[src/rtl/lp_handoff_pkg.sv]
package lp_handoff_pkg;

  typedef enum logic [3:0] {
    ST_IDLE       = 4'd0,
    ST_SELECTED   = 4'd1,
    ST_VALID      = 4'd2,
    ST_LOAD_RDY   = 4'd3,
    ST_UNLOAD_RDY = 4'd4,
    ST_MOVING     = 4'd5,
    ST_DONE       = 4'd6,
    ST_STOPPED    = 4'd7,
    ST_FAULT      = 4'd8
  } hs_state_e;

  typedef enum logic [1:0] {
    FLT_NONE          = 2'd0,
    FLT_ACK_TIMEOUT   = 2'd1,
    FLT_START_TIMEOUT = 2'd2,
    FLT_MOVE_TIMEOUT  = 2'd3
  } hs_fault_e;

  localparam int NUM_PHASES = 3;

  // Phase index 0: awaiting acceptance, 1: awaiting motion, 2: motion.
  function automatic logic [NUM_PHASES-1:0] phase_mask(input hs_state_e st);
    logic [NUM_PHASES-1:0] m;
    m    = '0;
    m[0] = (st == ST_VALID);
    m[1] = (st == ST_LOAD_RDY) || (st == ST_UNLOAD_RDY);
    m[2] = (st == ST_MOVING);
    return m;
  endfunction

  function automatic hs_fault_e fault_for(input logic [NUM_PHASES-1:0] expired);
    if (expired[0]) return FLT_ACK_TIMEOUT;
    if (expired[1]) return FLT_START_TIMEOUT;
    if (expired[2]) return FLT_MOVE_TIMEOUT;
    return FLT_NONE;
  endfunction

  function automatic logic is_ready_state(input hs_state_e st);
    return (st == ST_LOAD_RDY) || (st == ST_UNLOAD_RDY) || (st == ST_MOVING);
  endfunction

endpackage

[src/rtl/lp_tick_gen.sv]
module lp_tick_gen #(
  parameter int TICK_DIV = 100000
) (
  input  logic clk,
  input  logic rst_n,
  output logic tick_o
);
  localparam int PW = (TICK_DIV > 1) ? $clog2(TICK_DIV) : 1;

  generate
    if (TICK_DIV <= 1) begin : g_every
      assign tick_o = rst_n;
    end else begin : g_div
      logic [PW-1:0] div_q;
      assign tick_o = (div_q == PW'(TICK_DIV - 1));

      always_ff @(posedge clk or negedge rst_n) begin
        if (!rst_n)      div_q <= '0;
        else if (tick_o) div_q <= '0;
        else             div_q <= div_q + 1'b1;
      end

      a_r10_tick_spaced: assert property (@(posedge clk) disable iff (!rst_n)
        tick_o |=> !tick_o);
    end
  endgenerate
endmodule

[src/rtl/lp_phase_watchdog.sv]
module lp_phase_watchdog #(
  parameter int LIMIT = 2000
) (
  input  logic clk,
  input  logic rst_n,
  input  logic active_i,
  input  logic tick_i,
  output logic arm_o,
  output logic cancel_o,
  output logic expire_o
);
  localparam int CW = (LIMIT > 1) ? $clog2(LIMIT + 1) : 1;

  logic [CW-1:0] cnt_q;
  logic          active_q;

  assign arm_o    = active_i & ~active_q;
  assign cancel_o = ~active_i & active_q;
  assign expire_o = active_i & tick_i & (cnt_q == CW'(LIMIT - 1));

  always_ff @(posedge clk or negedge rst_n) begin
    if (!rst_n) begin
      cnt_q    <= '0;
      active_q <= 1'b0;
    end else begin
      active_q <= active_i;
      if (!active_i)                cnt_q <= '0;
      else if (tick_i && !expire_o) cnt_q <= cnt_q + 1'b1;
    end
  end

  a_r10_count_below_limit: assert property (@(posedge clk) disable iff (!rst_n)
    active_i |-> (cnt_q < CW'(LIMIT)));
  a_r10_idle_count_zero: assert property (@(posedge clk) disable iff (!rst_n)
    !active_i |=> (cnt_q == '0));
endmodule

[src/rtl/lp_handoff_fsm.sv]
module lp_handoff_fsm
  import lp_handoff_pkg::*;
#(
  parameter int PORT_ID = 0
) (
  input  logic                  clk,
  input  logic                  rst_n,
  input  logic [1:0]            sel_i,
  input  logic                  valid_i,
  input  logic                  tr_req_i,
  input  logic                  busy_i,
  input  logic                  compt_i,
  input  logic                  estop_i,
  input  logic                  carrier_present_i,
  input  logic                  accept_i,
  input  logic                  clear_i,
  input  logic [NUM_PHASES-1:0] expire_i,
  output logic [NUM_PHASES-1:0] phase_active_o,
  output hs_state_e             state_o,
  output hs_fault_e             fault_o,
  output logic                  load_req_o,
  output logic                  unload_req_o,
  output logic                  ready_o
);
  hs_state_e state_q, state_d;
  hs_fault_e fault_q, fault_d;
  logic      unload_dir_q, unload_dir_d;
  logic      addressed, lines_quiet, clear_ok, any_expire;

  assign addressed   = (sel_i == 2'(PORT_ID));
  assign lines_quiet = (sel_i == 2'b00) & ~valid_i & ~tr_req_i & ~busy_i & ~compt_i & ~estop_i;
  assign clear_ok    = clear_i & lines_quiet;
  assign any_expire  = |expire_i;

  always_comb begin
    state_d      = state_q;
    fault_d      = fault_q;
    unload_dir_d = unload_dir_q;
    if (estop_i) begin
      state_d = ST_STOPPED;
    end else begin
      case (state_q)
        ST_IDLE:     if (addressed) state_d = ST_SELECTED;
        ST_SELECTED: begin
          if (!addressed)   state_d = ST_IDLE;
          else if (valid_i) state_d = ST_VALID;
        end
        ST_VALID, ST_LOAD_RDY, ST_UNLOAD_RDY, ST_MOVING: begin
          if (any_expire) begin
            state_d = ST_FAULT;
            fault_d = fault_for(expire_i);
          end else if (state_q == ST_VALID) begin
            if (accept_i) begin
              unload_dir_d = carrier_present_i;
              state_d      = carrier_present_i ? ST_UNLOAD_RDY : ST_LOAD_RDY;
            end
          end else if (state_q == ST_MOVING) begin
            if (!busy_i && compt_i) state_d = ST_DONE;
          end else if (tr_req_i && busy_i) begin
            state_d = ST_MOVING;
          end
        end
        ST_DONE:     if (!valid_i && !compt_i) state_d = ST_IDLE;
        ST_STOPPED, ST_FAULT: begin
          if (clear_ok) begin
            state_d = ST_IDLE;
            fault_d = FLT_NONE;
          end
        end
        default:     state_d = ST_FAULT;
      endcase
    end
  end

  always_ff @(posedge clk or negedge rst_n) begin
    if (!rst_n) begin
      state_q      <= ST_IDLE;
      fault_q      <= FLT_NONE;
      unload_dir_q <= 1'b0;
    end else begin
      state_q      <= state_d;
      fault_q      <= fault_d;
      unload_dir_q <= unload_dir_d;
    end
  end

  assign phase_active_o = phase_mask(state_q);
  assign state_o        = state_q;
  assign fault_o        = fault_q;
  assign ready_o        = is_ready_state(state_q);
  assign load_req_o     = (state_q == ST_LOAD_RDY)   || ((state_q == ST_MOVING) && !unload_dir_q);
  assign unload_req_o   = (state_q == ST_UNLOAD_RDY) || ((state_q == ST_MOVING) &&  unload_dir_q);

  a_r11_estop_forces_stop: assert property (@(posedge clk) disable iff (!rst_n)
    estop_i |=> (state_q == ST_STOPPED));
  a_r11_estop_keeps_code: assert property (@(posedge clk) disable iff (!rst_n)
    (estop_i && state_q == ST_FAULT) |=> $stable(fault_q));
  a_r5_requests_exclusive: assert property (@(posedge clk) disable iff (!rst_n)
    !(load_req_o && unload_req_o));
  a_r2_unaddressed_stays_idle: assert property (@(posedge clk) disable iff (!rst_n)
    (state_q == ST_IDLE && !addressed && !estop_i) |=> (state_q == ST_IDLE));
  a_r7_ack_expiry_code: assert property (@(posedge clk) disable iff (!rst_n)
    (expire_i[0] && !estop_i) |=> (state_q == ST_FAULT && fault_q == FLT_ACK_TIMEOUT));
  a_r8_start_expiry_code: assert property (@(posedge clk) disable iff (!rst_n)
    (expire_i[1] && !estop_i) |=> (state_q == ST_FAULT && fault_q == FLT_START_TIMEOUT));
  a_r9_move_expiry_code: assert property (@(posedge clk) disable iff (!rst_n)
    (expire_i[2] && !estop_i) |=> (state_q == ST_FAULT && fault_q == FLT_MOVE_TIMEOUT));
  a_r12_fault_held: assert property (@(posedge clk) disable iff (!rst_n)
    (state_q == ST_FAULT && !clear_i && !estop_i) |=> (state_q == ST_FAULT && $stable(fault_q)));
  a_r12_fault_has_code: assert property (@(posedge clk) disable iff (!rst_n)
    (state_q == ST_FAULT) |-> (fault_q != FLT_NONE));
  a_r6_done_after_compt: assert property (@(posedge clk) disable iff (!rst_n)
    (state_q == ST_MOVING && !estop_i && !any_expire && !busy_i && compt_i) |=> (state_q == ST_DONE));
endmodule

[src/rtl/lp_handoff_ctrl.sv]
module lp_handoff_ctrl
  import lp_handoff_pkg::*;
#(
  parameter int PORT_ID     = 0,
  parameter int TICK_DIV    = 100000,
  parameter int ACK_LIMIT   = 2000,
  parameter int START_LIMIT = 2000,
  parameter int MOVE_LIMIT  = 60000
) (
  input  logic       clk,
  input  logic       rst_n,
  input  logic [1:0] sel_i,
  input  logic       valid_i,
  input  logic       tr_req_i,
  input  logic       busy_i,
  input  logic       compt_i,
  input  logic       estop_i,
  input  logic       carrier_present_i,
  input  logic       accept_i,
  input  logic       clear_i,
  output logic       load_req_o,
  output logic       unload_req_o,
  output logic       ready_o,
  output logic [3:0] state_o,
  output logic [1:0] fault_o
);
  logic                  tick;
  logic [NUM_PHASES-1:0] phase_active, expire, arm, cancel;
  hs_state_e             state;
  hs_fault_e             fault;

  lp_tick_gen #(.TICK_DIV(TICK_DIV)) u_tick (
    .clk    (clk),
    .rst_n  (rst_n),
    .tick_o (tick)
  );

  for (genvar gi = 0; gi < NUM_PHASES; gi++) begin : g_wd
    localparam int LIM = (gi == 0) ? ACK_LIMIT : (gi == 1) ? START_LIMIT : MOVE_LIMIT;
    lp_phase_watchdog #(.LIMIT(LIM)) u_wd (
      .clk      (clk),
      .rst_n    (rst_n),
      .active_i (phase_active[gi]),
      .tick_i   (tick),
      .arm_o    (arm[gi]),
      .cancel_o (cancel[gi]),
      .expire_o (expire[gi])
    );
  end

  lp_handoff_fsm #(.PORT_ID(PORT_ID)) u_fsm (
    .clk               (clk),
    .rst_n             (rst_n),
    .sel_i             (sel_i),
    .valid_i           (valid_i),
    .tr_req_i          (tr_req_i),
    .busy_i            (busy_i),
    .compt_i           (compt_i),
    .estop_i           (estop_i),
    .carrier_present_i (carrier_present_i),
    .accept_i          (accept_i),
    .clear_i           (clear_i),
    .expire_i          (expire),
    .phase_active_o    (phase_active),
    .state_o           (state),
    .fault_o           (fault),
    .load_req_o        (load_req_o),
    .unload_req_o      (unload_req_o),
    .ready_o           (ready_o)
  );

  assign state_o = state;
  assign fault_o = fault;

  a_r10_one_phase_active: assert property (@(posedge clk) disable iff (!rst_n)
    $onehot0(phase_active));
  a_r10_one_arm_at_a_time: assert property (@(posedge clk) disable iff (!rst_n)
    $onehot0(arm));
  a_r10_cancel_after_run: assert property (@(posedge clk) disable iff (!rst_n)
    |cancel |-> (phase_active != $past(phase_active)));
endmodule

[config.mk]
export PLATFORM = sky130hd
export DESIGN_NAME = lp_handoff_ctrl
export DESIGN_NICKNAME = d
export VERILOG_FILES = /design/src/rtl/lp_handoff_pkg.sv /design/src/rtl/lp_tick_gen.sv /design/src/rtl/lp_phase_watchdog.sv /design/src/rtl/lp_handoff_fsm.sv /design/src/rtl/lp_handoff_ctrl.sv
export SDC_FILE = /design/constraint.sdc
export NUM_CORES = 1
export LEC_CHECK = 0
export ABC_AREA = 0
export CORE_MARGIN = 4
export CORE_UTILIZATION = 50
export CTS_CLUSTER_DIAMETER = 120
export DETAILED_ROUTE_END_ITERATION = 8
export PLACE_DENSITY = 0.8
export REMOVE_ABC_BUFFERS = 1
export SLEW_MARGIN = 40
export SYNTH_ARGS = -nofsm -noshare
export SYNTH_HDL_FRONTEND = slang
export SYNTH_SLANG_ARGS = --single-unit
[constraint.sdc]
create_clock -name clk -period 2.55 [get_ports clk]
set_input_delay 0.51 -clock clk [delete_from_list [all_inputs] [get_ports clk]]
set_output_delay 0.51 -clock clk [all_outputs]
set_load 0.01 [all_outputs]
# Yosys cells after proc, flatten, opt, wreduce, memory -nomap -nowiden
# Cells that the tools add are included.
# word_totals
ramBits	0
out_inout_bits	9
rom_bits	0
regBits	62
elab_cells	126
latchBits	0
mem_count	0
inputBits	12
# op_classes
addsub	4
bitwise	18
multipliers	0
n_mux	45
n_div	0
shifts	0
reduce_logical	28
eq_ne	24
magnitude_cmp	0
# ops
op	n
two-way mux 4 bit	12
two-way mux 11 bit	4
two-way mux 16 bit	2
adder 11 x 1 -> 11 bit (second input constant)	2
== test 11 bit (second input constant)	2
case mux 4 bit (5 select lines)	1
adder 17 x 1 -> 17 bit (second input constant)	1
== test 17 bit (second input constant)	1
two-way mux 17 bit	1
adder 16 x 1 -> 16 bit (second input constant)	1
== test 16 bit (second input constant)	1
== test 4 x 3 -> 1 bit (second input constant)	4
two-way mux 2 bit	8
two-way mux 1 bit	15
bitwise AND 1 bit	12
!= test 6 x 4 -> 1 bit (second input constant)	2
!= test 3 x 2 -> 1 bit (second input constant)	3
== test 4 x 2 -> 1 bit (second input constant)	2
logical AND 1 bit	8
logical NOT 1 bit	7
AND reduction 7 bit	1
!= test 2 bit (second input constant)	3
inverter 1 bit	6
!= test 5 x 4 -> 1 bit (second input constant)	1
15 further kinds	19

# Logic depth before layout (Yosys ltp)
# Gate-level depths: netlist (run 1).
# logic_depth
depth_word	22
depth_mapped	8
depth_no_buf	7

# Modules after synthesis
# Synthesis (run 1) repeated with hierarchy kept, for this count alone.
# unflattened
hier_cells	383
area_unflattened_um2	3708.6
# by_module_without_submodules
mod	cells_per_inst	n_inst	seq_area_each_um2	area_each_um2
lp_phase_watchdog at g_wd[0].u_wd ...	68	2	300.3	665.6
lp_phase_watchdog at g_wd[2].u_wd	94	1	425.4	939.7
lp_tick_gen	74	1	425.4	793.3
lp_handoff_fsm	79	1	175.2	644.4

# Least setup slack after synthesis (run 1)
# OpenSTA, ideal clock, no wires.
# synth_path
path_type	flip-flop to flip-flop
from	register g_wd[2].u_wd.cnt_q[8]
to	register u_fsm.state_q[2] (netlist: u_fsm.state_o[2])
setup_ns	0.126
required_time_ns	2.424
period_less_slack_ns	2.210
n_path_buf	0
arrival_ns	2.084
stages_incl_launch_ff	7
slack_ns	0.340
path_cell_list	dfrtp_1 > or4b_1 > nor4_2 > and2_4 > nor4b_1 > a211o_1 > a221o_1
# synth_via
elab_chain_cells	6
word_cells_on_any_way	10
cone_classes	eq/ne: 4; mux: 3; bitwise: 1; reduce/logical: 2
# synth_rtl
element	line	rtl
start: declaration	lp_phase_watchdog.sv:14	logic [CW-1:0] cnt_q;
start signal: assignment	lp_phase_watchdog.sv:28	else if (tick_i && !expire_o) cnt_q <= cnt_q + 1'b1;
== test 16 bit (*)	lp_phase_watchdog.sv:19	assign expire_o = active_i & tick_i & (cnt_q == CW'(LIMIT - 1));
bitwise AND 1 bit (*)	lp_phase_watchdog.sv:19	
OR reduction 3 bit (*)	lp_handoff_fsm.sv:33	assign any_expire = |expire_i;
two-way mux 4 bit	lp_handoff_fsm.sv:49	if (any_expire) begin
case mux 4 bit (5 select lines)	lp_handoff_fsm.sv:42	case (state_q)
two-way mux 4 bit	lp_handoff_fsm.sv:39	if (estop_i) begin
end signal: assignment	lp_handoff_fsm.sv:81	state_q <= state_d;
end: declaration	lp_handoff_fsm.sv:25	hs_state_e state_q, state_d;
# Every way passes the cells marked *; elsewhere a longest branch is shown, timed or not.
# A chain may end at the register's enable or synchronous reset.

# Worst setup path after layout (run 1)
# layout_path
from	register u_fsm.state_q[1] (netlist: u_fsm.state_o[1])
to	output port ready_o
# layout_via
elab_chain_cells	3
word_cells_on_any_way	5
cone_classes	eq/ne: 3; reduce/logical: 2
# layout_rtl
element	line	rtl
== test 4 x 2 -> 1 bit / == test 4 x 3 -> 1 bit (equally long branches)	lp_handoff_pkg.sv:42	return (st == ST_LOAD_RDY) || (st == ST_UNLOAD_RDY) || (st == ST_MOVING);
logical OR 1 bit	lp_handoff_pkg.sv:42	
logical OR 1 bit (*)	lp_handoff_pkg.sv:42	
end: declaration	lp_handoff_ctrl.sv:23	output logic ready_o,
# Marked as above.

==> results of run 1 <==
==> per-stage QoR <==
step / std cells / setup TNS, ns / worst slack [ns] / cell area (um2)
5_1_grt: 477 / 0 / 0.00595 / 3920
3_3_place_gp: 461 / 0 / 0.123 / 3720
2_1_floorplan: 351 / -0.287 / -0.156 / 3310
4_1_cts: 477 / 0 / 0.107 / 3920
3_5_place_dp: 461 / 0 / 0.104 / 3720
6_report: 477 / 0 / 0.143 / 3920
==> cell type report <==
| type | count | area [um2] |
|---|---|---|
| Clock inverter | 4 | 45.0 |
| Timing Repair Buffer | 33 | 305 |
| Tap cell | 77 | 96.3 |
| Multi-Input combinational cell | 283 | 1750 |
| Sequential cell | 62 | 1550 |
| Fill cell | 576 | 2540 |
| Clock buffer | 12 | 155 |
| Inverter | 6 | 22.5 |
==> kinds of logic after synthesis <==
family	synth area share (%)
fa+ha+maj	1.49
xor+xnor	11.2
simple gates	28.3
mux	0.929
compound gates	9.74
buf+inv	2.27
flops	46.1
==> where the power goes <==
part | internal [uW] | leakage, uW | switching, uW | total, uW
sequential | 1000 | 0.000839 | 34.5 | 1040
combinational | 222 | 0.000602 | 264 | 487
clock | 500 | 0.000106 | 374 | 874
total | 1730 | 0.00155 | 673 | 2400
==> registers in the layout (all words and copies together), names as in the netlist <==
signal,count
g_wd.u_wd.cnt_q,38
u_tick.g_div.div_q,17
u_fsm.state_o,4
u_fsm.fault_o,2
u_fsm.unload_dir_q,1
==> worst max-delay path, delay by kind of cell, from the launching register on <==
kind                   cells  cell delay (ns)
DFF                        1             0.38
AOI/OAI and AO/OA          1             0.23
and+or+nand+nor            1             0.19
buffers and inverters      2             0.75
==> placed cells by master, fill, tap and decap left out, drive strengths merged, types with 2 or more instances in the layout <==
master,instances
and2,3
nor3,11
o21ai,17
nand3b,2
nor4,6
clkbuf,12
and4,4
o21a,4
nand4bb,2
a31oi,4
nor4b,3
inv,6
buf,14
nor2,62
clkinv,3
ha,4
dfrtp,62
clkdlybuf4s50,19
or3b,2
nand3,19
nand2b,4
mux2i,2
a211o,2
nand4,17
nand2,24
xor2,22
a21oi,12
and3,6
or3,7
a21o,2
xnor2,21
nor4bb,3
nor2b,2
==> final timing paths <==
| check | startpoint | end | cells after the start |
|---|---|---|---|
| setup / recovery | u_fsm.state_o[1] | ready_o | 4 |
| hold / removal | rst_n | g_wd[1].u_wd.cnt_q[7] | 1 |
| setup reg to reg | g_wd[2].u_wd.cnt_q[8] | u_fsm.state_o[2] | 6 |
| hold reg to reg | u_tick.g_div.div_q[0] | u_tick.g_div.div_q[0] | 1 |
| max in group asynchronous | rst_n | u_tick.g_div.div_q[16] | 2 |
| min in group clk | u_tick.g_div.div_q[0] | u_tick.g_div.div_q[0] | 1 |
==> metal layers <==
layer	vias up	GRT usage, %	part of all wire, %
li1	1357	-	-
met1	1376	21.9	45
met2	36	31.0	51
met3	4	6.68	3.6
met4	0	4.21	0.60
met5	-	0	0
==> impl_metrics.env, run 1 <==
export IMPL_grt_max_degree=38
export IMPL_power_uw=2400
export IMPL_cap_violations=0
export IMPL_synth_top_area_cell="dfrtp_1"
export IMPL_worstSetupEndpointType="primary output"
export IMPL_final_core_util_pct=60.7
export IMPL_post_route_period_util_pct=94.4
export IMPL_hpwlAfterDp_mm=4.96
export IMPL_p_leak_uw=0.00155
export IMPL_cts_buffers=9
export IMPL_io_buffer_count=20
export IMPL_synth_top_area_share_pct=46.1
export IMPL_setup_viol=0
export IMPL_wl_per_cell_um=14.7
export IMPL_hold_class="input pin to async pin"
export IMPL_synthFlopType="dfrtp_1"
export IMPL_synth_edff_count=0
export IMPL_grt_pass1_wl_mm=12.1
export IMPL_cts_tree="yes"
export IMPL_syn2layout_area_growth_pct=16.5
export IMPL_cts_hold_buf=0
export IMPL_hold_viol=0
export IMPL_grt_pass1_vias=2709
export IMPL_clock_latency_ns=0.35
export IMPL_syn_area_per_cell_um2=9.28
export IMPL_initial_core_util_pct=52.1
export IMPL_timing_fmax_ghz=0.415
export IMPL_antenna_cells=0
export IMPL_drt_pre_antenna_iters=4
export IMPL_clock_path_buffers=2
export IMPL_dieArea_um2=8110
export IMPL_path_class="flop to primary output"
export IMPL_drt_iter0_drc=216
export IMPL_power_density_nw_per_um2=612
export IMPL_finalWirelength_mm=7.02
export IMPL_cp_cell_sequence="buf_4, nand2b_1, a21oi_1, clkdlybuf4s50_1"
export IMPL_cp_slowest_stage_delay_ns=0.57
export IMPL_yosysMostFrequentCell="dfrtp_1"
export IMPL_core_area_um2=6460
export IMPL_ir_worst_vdd_mv=0.512
export IMPL_htreeDepth=3
export IMPL_die_h_um=90.1
export IMPL_cp_required_ns=2.04
export IMPL_postCtsSetupRepairBufs=0
export IMPL_drtAntennaViolNets=0
export IMPL_layout_nets=411
export IMPL_slew_violations=0
export IMPL_seq_area_frac_synth_pct=46.1
export IMPL_synth_common_cells="dfrtp_1 (62), nor2_1 (61), nand2_1 (24), xor2_1 (22), xnor2_1 (21)"
export IMPL_cts_root_buf="clkbuf_8"
export IMPL_grt_use_total_pct=18.2
export IMPL_cts_sinks=62
export IMPL_ys_types=54
export IMPL_syn_area_um2=3370
export IMPL_worst_slew_margin_rel_pct=59.1
export IMPL_place_congestion=0.941
export IMPL_cp_max_fo=10
export IMPL_reg2reg_slack_ns=0.21
export IMPL_fp_dieW_um=90.1
export IMPL_rows=29
export IMPL_drc=0
export IMPL_path_clk_slew_ns=0.06
export IMPL_via_count=2773
export IMPL_startpoint_type="flop"
export IMPL_whs_ns=0.177
export IMPL_async_reset_ff_share_pct=100
export IMPL_ctsResizeCount=0
export IMPL_worstMarginPinSlew_ns=0.614
export IMPL_finClkSkew_ns=0.0121
export IMPL_vias_per_cell=5.81
export IMPL_status="complete, no violations"
export IMPL_overflow=0
export IMPL_netlist_top_cells_area="dfrtp_1 (46%), nor2_1 (6.8%), xor2_1 (5.7%), xnor2_1 (5.5%), nand4_1 (3.2%)"
export IMPL_synth_cells=363
export IMPL_io_pins=21
export IMPL_synth_warnings=0
export IMPL_rsz0062_at_grt="false"
export IMPL_final_layout_size_suffix_gt1_share_pct=9.25
export IMPL_cp_arrival_ns=1.90
export IMPL_min_period_ns=2.41
export IMPL_antenna_found_initial=0
export IMPL_cpMaxStageDelayCell="clkdlybuf4s50_1"
export IMPL_ys_ff_latch=62
No activity file was read; power rests on OpenSTA's default activity.
==> run 2: changes to the inputs <==
--- a/config.mk
+++ b/config.mk
@@ -6,13 +6,13 @@
 export NUM_CORES = 1
 export LEC_CHECK = 0
 export ABC_AREA = 0
+export CAP_MARGIN = 20
 export CORE_MARGIN = 4
 export CORE_UTILIZATION = 50
 export CTS_CLUSTER_DIAMETER = 120
 export DETAILED_ROUTE_END_ITERATION = 8
 export PLACE_DENSITY = 0.8
 export REMOVE_ABC_BUFFERS = 1
-export SLEW_MARGIN = 40
 export SYNTH_ARGS = -nofsm -noshare
 export SYNTH_HDL_FRONTEND = slang
 export SYNTH_SLANG_ARGS = --single-unit
==> results of run 2 <==
Final layout, timing and power as in run 1 (identical DEF).
==> run 3: changes to the inputs <==
--- a/config.mk
+++ b/config.mk
@@ -10,6 +10,7 @@
 export CORE_MARGIN = 4
 export CORE_UTILIZATION = 50
 export CTS_CLUSTER_DIAMETER = 120
+export CTS_CLUSTER_SIZE = 20
 export DETAILED_ROUTE_END_ITERATION = 8
 export PLACE_DENSITY = 0.8
 export REMOVE_ABC_BUFFERS = 1
==> results of run 3 <==
Final layout, timing and power as in run 1 (identical DEF).
